==> src/rtl/gpio_edge_pkg.sv <==
package gpio_edge_pkg;
  localparam int NUM_PINS  = 13;
  localparam int GRP0_PINS = 7;
  localparam int GRP1_PINS = NUM_PINS - GRP0_PINS;
  localparam int AW        = 16;
  localparam int DW        = 8;
  localparam int OC_W      = 6;
  localparam int MODE_W    = 2;
  localparam int PIN_IW    = $clog2(NUM_PINS);

  localparam logic [AW-1:0] OUT_BASE  = 16'h4E44;
  localparam logic [AW-1:0] IN_BASE   = 16'h4E51;
  localparam logic [AW-1:0] STAT_G0   = 16'h4E0B;
  localparam logic [AW-1:0] STAT_G1   = 16'h4E0C;
  localparam logic [AW-1:0] MASK_G0   = 16'h4E19;
  localparam logic [AW-1:0] MASK_G1   = 16'h4E1A;

  typedef enum logic [2:0] {
    SEL_NONE, SEL_DRIVE, SEL_SENSE, SEL_STAT, SEL_MASK
  } selKind_t;

  typedef struct packed {
    logic              wrDrive;
    logic              wrSense;
    logic              wrStat;
    logic              wrMask;
    logic              rdEn;
    selKind_t          rdSel;
    logic              grp;
    logic [PIN_IW-1:0] pin;
  } strobes_t;
endpackage

==> src/rtl/gpio_edge_ctrl.sv <==
module gpio_edge_ctrl
  import gpio_edge_pkg::*;
(
  input  logic [AW-1:0] busAddr,
  input  logic          busWrEn,
  input  logic          busRdEn,
  output strobes_t      strb
);
  logic [AW-1:0] driveOff, senseOff;
  logic driveHit, senseHit, statHit, maskHit;

  always_comb begin
    driveOff = busAddr - OUT_BASE;
    senseOff = busAddr - IN_BASE;
    driveHit = driveOff < AW'(NUM_PINS);
    senseHit = senseOff < AW'(NUM_PINS);
    statHit  = (busAddr == STAT_G0) || (busAddr == STAT_G1);
    maskHit  = (busAddr == MASK_G0) || (busAddr == MASK_G1);

    strb.wrDrive = busWrEn && driveHit;
    strb.wrSense = busWrEn && senseHit;
    strb.wrStat  = busWrEn && statHit;
    strb.wrMask  = busWrEn && maskHit;
    strb.rdEn    = busRdEn;
    strb.grp     = (busAddr == STAT_G1) || (busAddr == MASK_G1);
    strb.pin     = driveHit ? driveOff[PIN_IW-1:0] : senseOff[PIN_IW-1:0];

    if (driveHit)      strb.rdSel = SEL_DRIVE;
    else if (senseHit) strb.rdSel = SEL_SENSE;
    else if (statHit)  strb.rdSel = SEL_STAT;
    else if (maskHit)  strb.rdSel = SEL_MASK;
    else               strb.rdSel = SEL_NONE;
  end
endmodule

==> src/rtl/gpio_edge_dp.sv <==
module gpio_edge_dp
  import gpio_edge_pkg::*;
(
  input  logic                  clk,
  input  logic                  rstN,
  input  strobes_t              strb,
  input  logic [DW-1:0]         wrData,
  input  logic [NUM_PINS-1:0]   pinIn,
  output logic [DW-1:0]         rdData,
  output logic                  irqOut,
  output logic [NUM_PINS-1:0]   padOutVal,
  output logic [NUM_PINS-1:0]   padOutEn,
  output logic [NUM_PINS-1:0]   padPushPull,
  output logic [NUM_PINS-1:0]   padPullEn,
  output logic [2*NUM_PINS-1:0] padPullSel,
  output logic [NUM_PINS-1:0]   statVec,
  output logic [NUM_PINS-1:0]   maskVec,
  output logic [NUM_PINS-1:0]   evtVec,
  output logic [NUM_PINS-1:0]   clrVec,
  output logic [NUM_PINS-1:0]   dirVec
);
  logic [OC_W-1:0]   driveReg [NUM_PINS];
  logic [MODE_W-1:0] edgeMode [NUM_PINS];
  logic [NUM_PINS-1:0] syncA, syncB, prevLvl;
  logic [DW-1:0] rdMux;
  logic unusedWrBits;

  assign unusedWrBits = ^wrData[DW-1:OC_W];

  always_ff @(posedge clk or negedge rstN) begin
    if (!rstN) begin
      syncA   <= '0;
      syncB   <= '0;
      prevLvl <= '0;
    end else begin
      syncA   <= pinIn;
      syncB   <= syncA;
      prevLvl <= syncB;
    end
  end

  for (genvar i = 0; i < NUM_PINS; i++) begin : g_pin
    logic rise, fall;

    always_ff @(posedge clk or negedge rstN) begin
      if (!rstN) begin
        driveReg[i] <= '0;
        edgeMode[i] <= '0;
      end else begin
        if (strb.wrDrive && strb.pin == PIN_IW'(i))
          driveReg[i] <= wrData[OC_W-1:0];
        if (strb.wrSense && strb.pin == PIN_IW'(i))
          edgeMode[i] <= wrData[MODE_W:1];
      end
    end

    assign rise      = syncB[i] & ~prevLvl[i];
    assign fall      = ~syncB[i] & prevLvl[i];
    assign evtVec[i] = (edgeMode[i][1] & rise) | (edgeMode[i][0] & fall);

    if (i < GRP0_PINS) begin : g_grp0
      assign clrVec[i] = strb.wrStat && !strb.grp && wrData[i];
      always_ff @(posedge clk or negedge rstN) begin
        if (!rstN) maskVec[i] <= 1'b1;
        else if (strb.wrMask && !strb.grp) maskVec[i] <= wrData[i];
      end
    end else begin : g_grp1
      assign clrVec[i] = strb.wrStat && strb.grp && wrData[i-GRP0_PINS];
      always_ff @(posedge clk or negedge rstN) begin
        if (!rstN) maskVec[i] <= 1'b1;
        else if (strb.wrMask && strb.grp) maskVec[i] <= wrData[i-GRP0_PINS];
      end
    end

    always_ff @(posedge clk or negedge rstN) begin
      if (!rstN) statVec[i] <= 1'b0;
      else       statVec[i] <= (statVec[i] & ~clrVec[i]) | evtVec[i];
    end

    assign dirVec[i]            = driveReg[i][5];
    assign padOutVal[i]         = driveReg[i][0];
    assign padPullSel[2*i +: 2] = driveReg[i][2:1];
    assign padPullEn[i]         = driveReg[i][3];
    assign padPushPull[i]       = driveReg[i][4];
    assign padOutEn[i]          = driveReg[i][5] & (driveReg[i][4] | ~driveReg[i][0]);
  end

  assign irqOut = |(statVec & ~maskVec);

  always_comb begin
    case (strb.rdSel)
      SEL_DRIVE: rdMux = DW'(driveReg[strb.pin]);
      SEL_SENSE: rdMux = DW'({edgeMode[strb.pin], syncB[strb.pin]});
      SEL_STAT:  rdMux = strb.grp ? DW'(statVec[NUM_PINS-1:GRP0_PINS])
                                  : DW'(statVec[GRP0_PINS-1:0]);
      SEL_MASK:  rdMux = strb.grp ? DW'(maskVec[NUM_PINS-1:GRP0_PINS])
                                  : DW'(maskVec[GRP0_PINS-1:0]);
      default:   rdMux = '0;
    endcase
  end

  always_ff @(posedge clk or negedge rstN) begin
    if (!rstN)          rdData <= '0;
    else if (strb.rdEn) rdData <= rdMux;
  end
endmodule

==> src/rtl/gpio_edge_irq_top.sv <==
module gpio_edge_irq_top
  import gpio_edge_pkg::*;
(
  input  logic                  clk,
  input  logic                  rstN,
  input  logic [AW-1:0]         busAddr,
  input  logic [DW-1:0]         busWrData,
  input  logic                  busWrEn,
  input  logic                  busRdEn,
  output logic [DW-1:0]         busRdData,
  input  logic [NUM_PINS-1:0]   pinIn,
  output logic [NUM_PINS-1:0]   padOutVal,
  output logic [NUM_PINS-1:0]   padOutEn,
  output logic [NUM_PINS-1:0]   padPushPull,
  output logic [NUM_PINS-1:0]   padPullEn,
  output logic [2*NUM_PINS-1:0] padPullSel,
  output logic                  irqOut
);
  strobes_t strb;
  logic [NUM_PINS-1:0] statVec, maskVec, evtVec, clrVec, dirVec;

  gpio_edge_ctrl u_ctrl (
    .busAddr (busAddr),
    .busWrEn (busWrEn),
    .busRdEn (busRdEn),
    .strb    (strb)
  );

  gpio_edge_dp u_dp (
    .clk         (clk),
    .rstN        (rstN),
    .strb        (strb),
    .wrData      (busWrData),
    .pinIn       (pinIn),
    .rdData      (busRdData),
    .irqOut      (irqOut),
    .padOutVal   (padOutVal),
    .padOutEn    (padOutEn),
    .padPushPull (padPushPull),
    .padPullEn   (padPullEn),
    .padPullSel  (padPullSel),
    .statVec     (statVec),
    .maskVec     (maskVec),
    .evtVec      (evtVec),
    .clrVec      (clrVec),
    .dirVec      (dirVec)
  );
endmodule

==> config.mk <==
export PLATFORM = sky130hd
export DESIGN_NAME = gpio_edge_irq_top
export DESIGN_NICKNAME = d
export VERILOG_FILES = /design/src/rtl/gpio_edge_pkg.sv /design/src/rtl/gpio_edge_ctrl.sv /design/src/rtl/gpio_edge_dp.sv /design/src/rtl/gpio_edge_irq_top.sv
export SDC_FILE = /design/constraint.sdc
export NUM_CORES = 1
export LEC_CHECK = 0
export ABC_CLOCK_PERIOD_IN_PS = 4800
export BUFFER_PORTS_ARGS = -buffer_cell sky130_fd_sc_hd__buf_2
export CELL_PAD_IN_SITES_DETAIL_PLACEMENT = 1
export CELL_PAD_IN_SITES_GLOBAL_PLACEMENT = 2
export CORE_ASPECT_RATIO = 0.75
export CORE_MARGIN = 1.5
export CORE_UTILIZATION = 42
export DETAILED_ROUTE_END_ITERATION = 6
export PLACE_DENSITY = 0.82
export SYNTH_ARGS = -nofsm -noshare
export SYNTH_HDL_FRONTEND = slang
export SYNTH_SLANG_ARGS = --single-unit
export TNS_END_PERCENT = 10
==> constraint.sdc <==
create_clock -name clk -period 4.8 [get_ports clk]
set_input_delay 0.48 -clock clk [delete_from_list [all_inputs] [get_ports clk]]
set_output_delay 0.48 -clock clk [all_outputs]
set_load 0.005 [all_outputs]
# ---- After elaboration in Yosys (flattened, before gate mapping)
# Cells that the tools add are included.
dict set report classes {
  add_sub_neg 2
  reduce_logical 53
  bitwise 172
  eq_ne 20
  magnitude_cmp 4
  muxes 16
}
# operator count
set op_table {}
lappend op_table {{$and A1 B1 Y1} 78}
lappend op_table {{$eq A16 B15 Y1 const B} 4}
lappend op_table {{$not A1 Y1} 52}
lappend op_table {{$logic_and A1 B1 Y1} 47}
lappend op_table {{$or A1 B1 Y1} 39}
lappend op_table {{$lt A16 B4 Y1 const B} 2}
lappend op_table {{$sub A16 B15 Y16 const B} 2}
lappend op_table {{$pmux W7 S4} 1}
lappend op_table {{$bmux W6 S4} 1}
lappend op_table {{$eq A4 B4 Y1 const B} 5}
lappend op_table {{$eq A4 B3 Y1 const B} 4}
lappend op_table {{$mux W7} 2}
lappend op_table {{$and A13 B13 Y13} 1}
lappend op_table {{$not A13 Y13} 1}
lappend op_table {{$reduce_or A13 Y1} 1}
lappend op_table {{$mux W3} 4}
lappend op_table {{$mux W6} 2}
lappend op_table {{$bmux W2 S4} 1}
lappend op_table {{$eq A4 B2 Y1 const B} 2}
lappend op_table {{$eq A3 B2 Y1 const B} 2}
lappend op_table {{$ge A5 B5 Y1 const B} 1}
lappend op_table {{$lt A4 B5 Y1 const B} 1}
lappend op_table {{$not A4 Y5} 1}
lappend op_table {{$bmux W1 S4} 1}
lappend op_table {{other kinds (9)} 12}
dict set report totals {
  register_bits 177
  inputBits 41
}

# ---- Depth between registers and ports, before layout
# Gate-level depths: netlist of run 1.
dict set report depth {
  ltp_word 8
  depth_mapped 14
  ltp_nobuf 11
}

# ---- By module
# From an unflattened synthesis of run 1, not the netlist that was laid out.
dict set report unflattened {
  hier_cells 714
  area_unflattened_um2 8861.0
}
# module cells_each seq_area_each_um2 n_inst area_each_um2
set modules_own_cells {}
lappend modules_own_cells {gpio_edge_dp 602 4420.5 1 8036.5}
lappend modules_own_cells {gpio_edge_ctrl 112 0.0 1 824.5}

# ---- Least setup slack after synthesis of run 1
# Ideal clock, no wire load.
dict set report synth_timing {
  path_kind {in2reg}
  from {input busAddr[0]}
  to {register u_dp.edgeMode[4] in the netlist's numbering}
  path_stages 13
  path_buffers 2
  slack_ps 1192
  arrival_ps 3480
  path_cell_list {buf_4 > clkinv_1 > ha_1 > buf_2 > nand2b_1 > a21boi_0 > o21ai_1 > a2111oi_4 > a211oi_2 > nor4_4 > nand3_2 > or2_1 > mux2_1}
}
dict set report synth_between {
  elab_chain_cells 5
  elab_cells_between_ends 8
}
# element line_no
set synth_rtl {}
lappend synth_rtl {{start, declared} gpio_edge_irq_top.sv:6} ;# input logic [AW-1:0] busAddr,
lappend synth_rtl {{$sub A16 B15 Y16} gpio_edge_ctrl.sv:13} ;# driveOff = busAddr - OUT_BASE;
lappend synth_rtl {{$lt A16 B4 Y1} gpio_edge_ctrl.sv:15} ;# driveHit = driveOff < AW'(NUM_PINS);
lappend synth_rtl {{$mux W4} gpio_edge_ctrl.sv:26} ;# strb.pin = driveHit ? driveOff[PIN_IW-1:0] : senseOff[PIN_IW-1:0];
lappend synth_rtl {{$eq A4 B4 Y1} gpio_edge_dp.sv:52} ;# if (strb.wrSense && strb.pin == PIN_IW'(i))
lappend synth_rtl {{$logic_and A1 B1 Y1 (*)} gpio_edge_dp.sv:52}
lappend synth_rtl {{end signal, assigned by index} gpio_edge_dp.sv:53} ;# edgeMode[i] <= wrData[MODE_W:1];
lappend synth_rtl {{end, declared} gpio_edge_dp.sv:23} ;# logic [MODE_W-1:0] edgeMode [NUM_PINS];
# Every way passes the cells marked *; elsewhere a longest branch is shown, timed or not.
# A chain may end at the register's enable or synchronous reset.

# ---- Final worst setup path of run 1
dict set report layout_timing {
  from {input busAddr[2]}
  to {register u_dp.edgeMode[22] in the netlist's numbering}
}
dict set report layout_between {
  elab_chain_cells 5
  elab_cells_between_ends 8
}
# element line_no
set layout_rtl {}
lappend layout_rtl {{$sub A16 B15 Y16} gpio_edge_ctrl.sv:13}
lappend layout_rtl {{$lt A16 B4 Y1} gpio_edge_ctrl.sv:15}
lappend layout_rtl {{$mux W4} gpio_edge_ctrl.sv:26}
lappend layout_rtl {{$eq A4 B1 Y1} gpio_edge_dp.sv:52}
lappend layout_rtl {{$logic_and A1 B1 Y1 (*)} gpio_edge_dp.sv:52}
# Marked as above.

==> results by group, run 1 <==
Routing
  • DR vias: roughly 7300
  • Antenna Nets Post-Route: 0
  • DRT iter0 DRCs: 512
  • DRC: 0
  • WL final: 29.3 mm
  • Via-to-Cell Ratio: 5.88
  • Pre-antenna DRT Iters: 5
  • Wire length per cell: 23.6 um

STA
  • WHS: 0.126 ns
  • Maximum operating frequency: between 200 and 300 MHz
  • Clock skew: 0.0178 ns
  • RSZ-0062 raised after global routing: false
  • Post-route clock period utilization: 78.8%
  • Max-slew violation count: 0
  • Worst slew margin: 37.8%
  • Setup TNS: 0 ns
  • Minimum clock period: 3.78 ns
  • Final setup fails: 0
  • Final Hold Viols: 0
  • Slew @ Worst Pin: 0.933 ns

Logic synthesis
  • Synth Area per Inst: between 10 and 15 um2
  • Synthesis-stage register bit count: between 150 and 200
  • Mapped cell area: 0.00964 mm2
  • Synthesis warning total: 0
  • Cells after synthesis: 824
  • Nets in the synthesized netlist: 875
  • Post-synth EDFFs: 0
  • Primary FF master, synth: dfrtp_1
  • Seq/Total Area, Yosys: about 46%
  • Synth unique cells: 79
  • FFs w/ async S/R, synth: 100%

Clock network
  • CTS tree: built
  • Post_cts resized: 0
  • CTS Sinks: 176
  • Bufs on Longest Clock Path: 2
  • TritonCTS Buffers: 17
  • H-Tree Level Count: 4
  • Clk Latency, worst-skew pair: approximately 0.44 ns
  • CTS root buf: clkbuf_16
  • CTS Hold Bufs: 0
  • Post-CTS Repair Setup Buffers: 0
  • Reg clk slew, reported paths: roughly 0.07 ns

Outcome
  • Status: finished clean

Critical path
  • Top delay family on crit path: simple AND/OR/NAND/NOR gates
  • Slack of the worst reg-to-reg path: 2.95 ns
  • Critical Path Source: busAddr[2]
  • Setup crit end kind: register
  • Crit-path max cell delay: between 0.5 and 0.6 ns
  • Slowest cell on the critical path: o211a_1
  • Worst Path Buf+Inv: 3
  • Nature of the critical path startpoint: input port
  • Reg-to-Reg Start: u_dp.edgeMode[10]
  • Crit path depth: 13
  • Crit Path Max Fanout: 14
  • CP Data Required Time: between 5 and 6 ns
  • Worst setup path category: in2reg
  • Worst Path Arrival: 4.10 ns
  • Setup crit end: u_dp.edgeMode[22]
  • RR Endpoint: u_dp.rdData[1]
  • Critical path cell sequence: buf_2 -> inv_1 -> ha_1 -> nor4b_1 -> a21oi_1 -> o22ai_1 -> nand4_1 -> buf_4 -> or2_1 -> o211a_1 -> nand3b_2 -> or2_1 -> mux2_1
  • FF-to-FF path depth: 5
  • Most used cell, CP: or2_1

Die
  • IO Pins: 128
  • Initial core utilization: 43.2%
  • Die Width: between 150 and 200 um
  • Total core area: 0.0223 mm2
  • Die Span Y: 134 um
  • Placement Rows: 47
  • Die footprint: roughly 0.024 mm2

Cells and area
  • Share of layout cells above drive strength 1: a little under two fifths
  • Layout net count: 988
  • Non-Filler Instances: 1244
  • Ant diodes: 0
  • Synthesis-to-layout area growth: 15.7%

Placement
  • Port buffer count: between 100 and 150
  • HPWL after DPL: 20.4 mm
  • Gpl congestion: just over 0.8
  • Placed insts: 1212

Pwr
  • Internal: 0.00231 W
  • Worst IR Drop VDD: 0.207 mV
  • Sequential fraction of design power: 47.5%
  • LEAKAGE: 5.30 nW
  • Power Density: 286 mW/mm2
  • Comb pwr share: under 10%
  • P_sw: 0.000876 W
  • Clock power share: between 40% and 50%
  • Switching fraction of total power: around 28%

GRT
  • First-pass GRT wire length: 45.5 mm
  • Pin count of the biggest net entering global routing: 93
  • Antenna violations before repair: 0
  • Total GRT Usage: 25.6%
  • Vias in the first global route: approximately 7500
  • GRT overflow: 0

Min path
  • Hold Path Class: in2async

Job
  • Max Cap Viol: 0
synthesized netlist by cell type (6+ instances only):
cell type | instances | area, um2
a21o_1 | 6 | 45.0
o22ai_1 | 17 | 106
inv_1 | 36 | 135
nor3_1 | 7 | 35.0
dfrtp_1 | 163 | 4080
mux2i_1 | 32 | 320
or2_1 | 10 | 62.6
a21boi_0 | 15 | 113
o211ai_1 | 17 | 128
nand2b_1 | 10 | 62.6
or3_1 | 7 | 43.8
dfstp_2 | 13 | 342
buf_2 | 12 | 60.1
ha_1 | 10 | 125
nor2_2 | 11 | 68.8
mux4_2 | 36 | 811
o21ai_0 | 16 | 80.1
nor2b_1 | 7 | 43.8
mux2_1 | 18 | 203
nor2_1 | 23 | 86.3
a21oi_1 | 18 | 90.1
mux2_2 | 94 | 1060
nand3b_1 | 15 | 113
clkbuf_1 | 32 | 120
a211oi_1 | 17 | 128
nand2_1 | 79 | 297
state kept, by name (all words and copies together), names as in the netlist:
name	count
u_dp.dirVec	13
u_dp.edgeMode	26
u_dp.maskVec	13
u_dp.padOutVal	13
u_dp.padPullEn	13
u_dp.padPullSel	26
u_dp.padPushPull	13
u_dp.prevLvl	13
u_dp.rdData	7
u_dp.statVec	13
u_dp.syncA	13
u_dp.syncB	13
power groups by stage:
stage / sequential (W) / combinational, W / clock (W)
finish: 0.00151 / 0.000279 / 0.00139
global route: 0.00151 / 0.000302 / 0.00147
CTS: 0.00151 / 0.000279 / 0.00142
detailed placement: 0.00154 / 0.000277 / 0
global placement: 0.00154 / 0.000274 / 0
floorplan: 0.00154 / 0.000158 / 0
worst min-delay path by stage:
stage	startpoint	endpoint	slack, ns	depth (start not counted)
after global routing	pinIn[0]	u_dp.syncA[0]	0.13	1
after floorplan	rstN	u_dp.dirVec[0]	0.18	0
after CTS	pinIn[5]	u_dp.syncA[5]	0.13	1
after global placement	u_dp.syncA[9]	u_dp.syncB[9]	0.33	0
final	rstN	u_dp.rdData[6]	0.13	1
after detailed placement	u_dp.syncA[0]	u_dp.syncB[0]	0.34	0
worst reg2reg max path, stage by stage (launching register included):
cell and delay [ns]:
dfrtp_1 0.44, mux4_2 0.49, mux2_2 0.30, o22ai_1 0.15, a31oi_1 0.10, a31o_1 0.25
per-layer routing:
metal	part of all wire, %	vias up	track usage, %
met3	5.1	23	3.94
li1	-	3282	-
met5	0	-	0
met4	1.1	0	5.70
met2	46	208	39.3
met1	48	3801	38.1
layout make-up:
class | count | area [um2]
fillers | 2423 | 11100
multi-input cells | 559 | 4840
clock inverters | 13 | 139
repair buffers | 146 | 790
well taps | 294 | 368
inverters | 37 | 139
clock buffers | 19 | 453
flip-flops and latches | 176 | 4420
kinds of logic (layout without fill, tap and decap cells):
group,Yosys count,after routing,share of synthesized area (%)
AOI/OAI and AO/OA,161,161,12.3
DFF,176,176,45.9
adders and majority gates,10,10,1.30
muxes,182,182,25.1
and+or+nand+nor,200,200,11.0
other,1,1,0.0389
xor gates and xnor gates,5,5,0.454
buffers and inverters,89,215,3.89
through the flow:
| stage | util (%) | power (W) | instance area, um2 | worst slack, ns |
|---|---|---|---|---|
| finish | 50.0 | 0.00318 | 11200 | 1.02 |
| global route | 50.0 | 0.00329 | 11200 | 0.871 |
| CTS | 50.0 | 0.00321 | 11200 | 1.13 |
| detailed placement | 47.4 | 0.00182 | 10600 | 0.663 |
| global placement | 47.4 | 0.00181 | 10600 | 0.735 |
| floorplan | - | 0.00169 | 9640 | 1.19 |
cells in the final DEF (no fill, tap or decap), types with 10 or more instances in the layout:
cell type  netlist  layout
nand2b_1        10      10
buf_2           12     124
clkbuf_16        0      17
mux2_2          94      94
o21ai_0         16      16
nand3b_1        15      15
or2_1           10      10
a21oi_1         18      18
nor2_2          11      11
a211oi_1        17      17
dfrtp_1        163     163
o22ai_1         17      17
mux2i_1         32      32
ha_1            10      10
mux4_2          36      36
o211ai_1        17      17
mux2_1          18      18
a21boi_0        15      15
inv_1           36      36
dfstp_2         13      13
buf_4            3      21
nand2_1         79      79
nor2_1          23      23
Power figures use the tool's default switching activity.
==> inputs of run 2 (changes only) <==
--- a/config.mk
+++ b/config.mk
@@ -5,15 +5,15 @@
 export SDC_FILE = /design/constraint.sdc
 export NUM_CORES = 1
 export LEC_CHECK = 0
-export ABC_CLOCK_PERIOD_IN_PS = 4800
+export ABC_CLOCK_PERIOD_IN_PS = 3550
 export BUFFER_PORTS_ARGS = -buffer_cell sky130_fd_sc_hd__buf_2
 export CELL_PAD_IN_SITES_DETAIL_PLACEMENT = 1
 export CELL_PAD_IN_SITES_GLOBAL_PLACEMENT = 2
 export CORE_ASPECT_RATIO = 0.75
 export CORE_MARGIN = 1.5
-export CORE_UTILIZATION = 42
+export CORE_UTILIZATION = 39
 export DETAILED_ROUTE_END_ITERATION = 6
-export PLACE_DENSITY = 0.82
+export PLACE_DENSITY = 0.76
 export SYNTH_ARGS = -nofsm -noshare
 export SYNTH_HDL_FRONTEND = slang
 export SYNTH_SLANG_ARGS = --single-unit
==> constraint.sdc (replaced) <==
create_clock -name clk -period 3.55 [get_ports clk]
set_input_delay 0.355 -clock clk [delete_from_list [all_inputs] [get_ports clk]]
set_output_delay 0.355 -clock clk [all_outputs]
set_load 0.005 [all_outputs]
==> run 2 against run 1 <==
Net effect:
- the flow now finishes with violations (hold timing)
- clock skew decreased by 0.012 ns
- cell area up 3.0%
- combinational power grew 44%
- hold slack worse by 0.18 ns
- via count rose by 0.83%
- final cell count grew 5.2%
- non-clock buffer count is 28 higher
- flip-flop and latch count stayed put
- critical path depth down 1
- die area grew 7.5%
- first-iteration DRC count increased by 11%
- utilization fell by 2.4 points
- largest cell class unchanged
==> results by group, run 2 (synthesis gave the netlist of run 1 again) <==
Cells and area
  • Filler cell count: between 2000 and 3000
  • Ant diodes: 0
  • Commonest non-fill, non-tap cell in the layout: dfrtp_1
  • Synthesis-to-layout area growth: 19.2%
  • Share of layout cells above drive strength 1: 38.3%
  • Finished Cell Area: between 0.01 and 0.015 mm2
  • Most frequent cells in the layout: dfrtp_1, buf_2, mux2_2
  • Layout net count: 1016

Placement
  • Port buffer count: 125
  • Post-place setup slack: about 0.085 ns
  • Gpl congestion: just under 0.8
  • Placed Area: 0.0109 mm2
  • HPWL after DPL: roughly 21 mm

Die
  • Initial core utilization: 40.0%
  • Die Width: around 180 um
  • Placement Rows: 49
  • Total core area: 0.0241 mm2
  • Die footprint: 0.0257 mm2
  • Die Span Y: around 140 um
  • IO Pins: about 130

STA
  • Minimum clock period: 3.04 ns
  • Maximum operating frequency: around 330 MHz
  • Setup TNS: 0 ns
  • RSZ-0062 raised after global routing: false
  • Final setup fails: 0
  • Max-slew violation count: 0
  • Clock skew: 0.00612 ns
  • Post-route clock period utilization: a little under nine tenths
  • Final Hold Viols: 33
  • WHS: -0.0506 ns
  • Worst slew margin: around 44%
  • Final WS setup: slightly above 0.5 ns
  • Slew @ Worst Pin: 0.841 ns

Outcome
  • Status: finished, violations left
  • Failing checks: hold timing

Critical path
  • Worst setup path category: in2reg
  • Nature of the critical path startpoint: input port
  • Reg-to-Reg Start: u_dp.padPullSel[9]
  • Worst Path Arrival: 3.36 ns
  • RR Endpoint: u_dp.rdData[2]
  • Setup crit end kind: register
  • CP Data Required Time: 3.87 ns
  • Crit Path Max Fanout: 22
  • FF-to-FF path depth: 6
  • Slack of the worst reg-to-reg path: 1.64 ns

Pwr
  • Clock power share: a little over two fifths
  • Internal: 0.00319 W
  • Sequential fraction of design power: 47.3%
  • Worst IR Drop VDD: 0.336 mV
  • Switching fraction of total power: 26.1%
  • P_sw: 0.00113 W
  • Power Density: 376 mW/mm2
  • LEAKAGE: 5.45 nW
  • Comb pwr share: 9.3%

Clock network
  • Reg clk slew, reported paths: 0.07 ns
  • CTS Sinks: roughly 180
  • TritonCTS Buffers: 17
  • CTS tree: built
  • Clk Latency, worst-skew pair: 0.43 ns
  • CTS root buf: clkbuf_16
  • Bufs on Longest Clock Path: 2
  • H-Tree Level Count: 4

GRT
  • Antenna violations before repair: 0
  • Vias in the first global route: 7624
  • GRT overflow: 0
  • Pin count of the biggest net entering global routing: 81
  • Total GRT Usage: 24.5%
  • First-pass GRT wire length: 47.0 mm

Routing
  • Wire length per cell: 22.7 um
  • DRC: 0
  • WL final: between 20 and 30 mm
  • DR vias: 7375
  • Metal3 WL: 951 um
  • Antenna Nets Post-Route: 0
  • Wire length on met2: 13.5 mm
  • DRT iter0 DRCs: 568
  • Pre-antenna DRT Iters: 5
  • Via-to-Cell Ratio: 5.63
  • Met1 Wirelength: 15.0 mm
  • Highest routed layer: met4

Min path
  • Hold Path Class: in2async

Job
  • Max Cap Viol: 0
==> run 2: cell types whose count changed in the layout (fill, tap and decap cells not counted) <==
cell / change
clkinv_8: -3
clkinvlp_4: +1
buf_4: +20
inv_6: +2
dlygate4sd3_1: +1
bufinv_16: +1
clkbuf_1: +1
inv_8: -2
buf_12: +7
==> run 2: worst max-delay path, stage by stage <==
cell and delay [ns]:
buf_2 0.14, inv_1 0.10, ha_1 0.20, or3_1 0.37, a221o_1 0.44, buf_4 0.20, nor2_2 0.24, buf_12 0.21
mux4_2 0.51, nand2b_1 0.09, o311ai_1 0.14, o31ai_1 0.35
==> run 2: per-stage QoR <==
step           total power, W  std cells  utilization, %
2_1_floorplan         0.00229        824               -
3_3_place_gp          0.00248       1276            45.2
3_5_place_dp          0.00248       1276            45.2
4_1_cts               0.00437       1309            47.7
5_1_grt               0.00447       1309            47.7
6_report              0.00432       1309            47.7
==> run 2: power by group through the flow <==
stage / Clock (W) / Sequential [W] / Combinational, W
final: 0.00187 / 0.00204 / 0.000402
after global routing: 0.00199 / 0.00205 / 0.000435
after CTS: 0.00192 / 0.00204 / 0.000404
after detailed placement: 0 / 0.00208 / 0.000402
after global placement: 0 / 0.00208 / 0.000398
after floorplan: 0 / 0.00208 / 0.000213
==> run 2: worst max path at each step <==
stage / cells past startpoint / slack, ns / start / endpoint
after global placement: 12 / 0.13 / busAddr[3] / u_dp.padPullSel[6]
final: 12 / 0.51 / busAddr[3] / u_dp.rdData[3]
after CTS: 12 / 0.52 / busAddr[3] / u_dp.rdData[3]
after detailed placement: 12 / 0.08 / busAddr[3] / u_dp.rdData[3]
after global routing: 12 / 0.33 / busAddr[2] / u_dp.rdData[3]
after floorplan: 13 / 0.07 / busAddr[0] / u_dp.edgeMode[4]
==> run 2: area by class of cell <==
class	instances	area, um2	area share (%)
Tap cell	331	414	3.61
Clock inverter	12	123	1.07
Sequential cell	176	4420	38.5
Clock buffer	20	457	3.98
Inverter	37	139	1.21
Multi-Input combinational cell	559	4840	42.2
Timing Repair Buffer	174	1090	9.49
==> run 2: metal layers <==
layer / up-vias / track usage (%)
met5: - / 0
met2: 150 / 36.9
met1: 3871 / 37.1
li1: 3336 / -
met4: 0 / 5.18
met3: 18 / 3.70
==> run 2: repair_timing <==
action,in CTS,in global routing
endpoints found under the hold margin,1,0
hold buffers,1,0
gates resized for setup,0,0
setup buffers,0,0
==> inputs of run 3 (changes only) <==
--- a/config.mk
+++ b/config.mk
@@ -13,7 +13,7 @@
 export CORE_MARGIN = 1.5
 export CORE_UTILIZATION = 39
 export DETAILED_ROUTE_END_ITERATION = 6
-export PLACE_DENSITY = 0.76
+export PLACE_DENSITY_LB_ADDON = 0.1
 export SYNTH_ARGS = -nofsm -noshare
 export SYNTH_HDL_FRONTEND = slang
 export SYNTH_SLANG_ARGS = --single-unit
==> run 3 against run 2 <==
Net effect:
- register-to-register slack got worse by 0.04 ns
- non-clock buffer count is 20 higher
- sequential share of layout area shrank 0.74 points
- global-route usage increased by 1.2 points
- fmax is 2.4% lower
- critical endpoint is now u_dp.edgeMode[7]
- utilization increased by 0.93 points
- the flow now finishes without violations
==> results by group, run 3 (synthesis gave the netlist of run 1 again) <==
Clock network
  • CTS root buf: clkbuf_16
  • TritonCTS Buffers: 17
  • Bufs on Longest Clock Path: 2
  • CTS Sinks: 176
  • H-Tree Level Count: 4
  • Clk Latency, worst-skew pair: 0.44 ns
  • CTS tree: built
  • Reg clk slew, reported paths: ~0.070 ns

Cells and area
  • Finished Cell Area: 0.0117 mm2
  • Ant diodes: 0
  • Layout net count: 1036
  • Filler cell count: 2561
  • Commonest non-fill, non-tap cell in the layout: dfrtp_1
  • Most frequent cells in the layout: dfrtp_1, buf_2, mux2_2
  • Synthesis-to-layout area growth: 21.5%
  • Share of layout cells above drive strength 1: 38.6%

Routing
  • Wire length per cell: between 20 and 25 um
  • DRC: 0
  • Wire length on met2: approximately 15 mm
  • WL final: 31.2 mm
  • Highest routed layer: met4
  • Via-to-Cell Ratio: 5.64
  • Pre-antenna DRT Iters: 5
  • Antenna Nets Post-Route: 0
  • Met1 Wirelength: 14.9 mm
  • DR vias: 7491
  • Metal3 WL: 1.45 mm
  • DRT iter0 DRCs: 439

STA
  • Minimum clock period: 3.12 ns
  • Worst slew margin: 49.8%
  • RSZ-0062 raised after global routing: false
  • Maximum operating frequency: 321 MHz
  • Final setup fails: 0
  • Final WS setup: about 0.43 ns
  • Setup TNS: 0 ns
  • Max-slew violation count: 0
  • Final Hold Viols: 0
  • Post-route clock period utilization: 87.8%
  • Clock skew: approximately 0.012 ns
  • Slew @ Worst Pin: 0.753 ns
  • WHS: about 0.02 ns

Critical path
  • Worst setup path category: in2reg
  • Slack of the worst reg-to-reg path: between 1.5 and 2 ns
  • Worst Path Arrival: 3.44 ns
  • Critical path cell sequence: buf_2 -> inv_1 -> ha_1 -> nor4b_1 -> a21oi_1 -> o22ai_1 -> nand4_1 -> or2_1 -> buf_12 -> o211ai_2 -> nand3_2 -> or2_1 -> mux2_1
  • Crit-path max cell delay: 0.40 ns
  • Nature of the critical path startpoint: input port
  • RR Endpoint: u_dp.rdData[1]
  • Worst Path Buf+Inv: 3
  • Setup crit end kind: register
  • Critical Path Source: busAddr[3]
  • Reg-to-Reg Start: u_dp.edgeMode[24]
  • Most used cell, CP: or2_1
  • FF-to-FF path depth: 5
  • Top delay family on crit path: simple AND/OR/NAND/NOR gates
  • Slowest cell on the critical path: o211ai_2
  • Crit Path Max Fanout: 12
  • CP Data Required Time: approximately 3.9 ns

GRT
  • Total GRT Usage: 25.7%
  • First-pass GRT wire length: 49.3 mm
  • Pin count of the biggest net entering global routing: 78
  • Antenna violations before repair: 1
  • GRT overflow: 0
  • Vias in the first global route: 8036

Die
  • Die footprint: 0.0257 mm2
  • Die Span Y: around 140 um
  • Initial core utilization: about two fifths
  • IO Pins: 128
  • Die Width: ~180 um
  • Placement Rows: 49
  • Total core area: 0.0241 mm2

Outcome
  • Status: finished clean

Job
  • Max Cap Viol: 0

Min path
  • Hold Path Class: in2reg
  • Hold endpoint: u_dp.syncA[8]
  • Hold_sp: pinIn[8]
  • Hold path depth: 1

Placement
  • HPWL after DPL: 22.4 mm
  • Gpl congestion: 0.831
  • Port buffer count: 125
  • Placed Area: 0.0110 mm2
  • Post-place setup slack: 0.0398 ns

Pwr
  • LEAKAGE: ~5.6 nW
  • Power Density: 371 mW/mm2
  • Worst IR Drop VDD: roughly 0.36 mV
==> run 3: changes by cell type in the layout (fill, tap and decap cells not counted), sizes merged <==
| cell | change |
|---|---|
| dlygate4sd3 | +10 |
| clkinv | +1 |
| buf | +10 |
| inv | +1 |
| clkbuf | -2 |
==> run 3: cell type report <==
type / count / area, um2 / area share (%)
clock buffers: 18 / 429 / 3.67
clock inverters: 14 / 149 / 1.27
inverters: 37 / 139 / 1.19
multi-input cells: 559 / 4840 / 41.4
flip-flops and latches: 176 / 4420 / 37.8
well taps: 331 / 414 / 3.54
repair buffers: 194 / 1320 / 11.2
==> run 3: worst max-delay path by stage <==
stage / slack, ns / depth (start not counted) / endpoint
3_5_place_dp: 0.04 / 11 / u_dp.edgeMode[6]
3_3_place_gp: 0.11 / 11 / u_dp.edgeMode[4]
4_1_cts: 0.52 / 11 / u_dp.edgeMode[6]
5_1_grt: 0.26 / 11 / u_dp.edgeMode[5]
6_report: 0.43 / 13 / u_dp.edgeMode[7]
2_1_floorplan: 0.07 / 13 / u_dp.edgeMode[4]
==> run 3: where the power goes <==
group	total [W]	internal, W	switching [W]
clock network	0.00189	0.000993	0.000894
logic	0.000411	0.000145	0.000266
registers	0.00205	0.00203	0.0000176
total	0.00434	0.00317	0.00118
==> run 3: metal layers <==
| metal | up-vias | track usage (%) |
|---|---|---|
| li1 | 3356 | - |
| met1 | 3924 | 36.6 |
| met2 | 189 | 40.2 |
| met3 | 22 | 5.25 |
| met4 | 0 | 5.65 |
| met5 | - | 0 |
==> run 3: timing repair <==
action	in CTS	in global routing
hold buffers	11	0
resized for setup	0	0
setup buffers	0	0
hold endpoints to repair	81	0
endpoints found under the setup margin	0	0
==> run 3: per-stage QoR <==
step	utilization, %	instances	power [W]
detailed placement	45.7	1286	0.00248
finish	48.6	1329	0.00434
global placement	45.7	1286	0.00247
CTS	48.6	1329	0.00439
global route	48.6	1329	0.00450
floorplan	-	824	0.00229
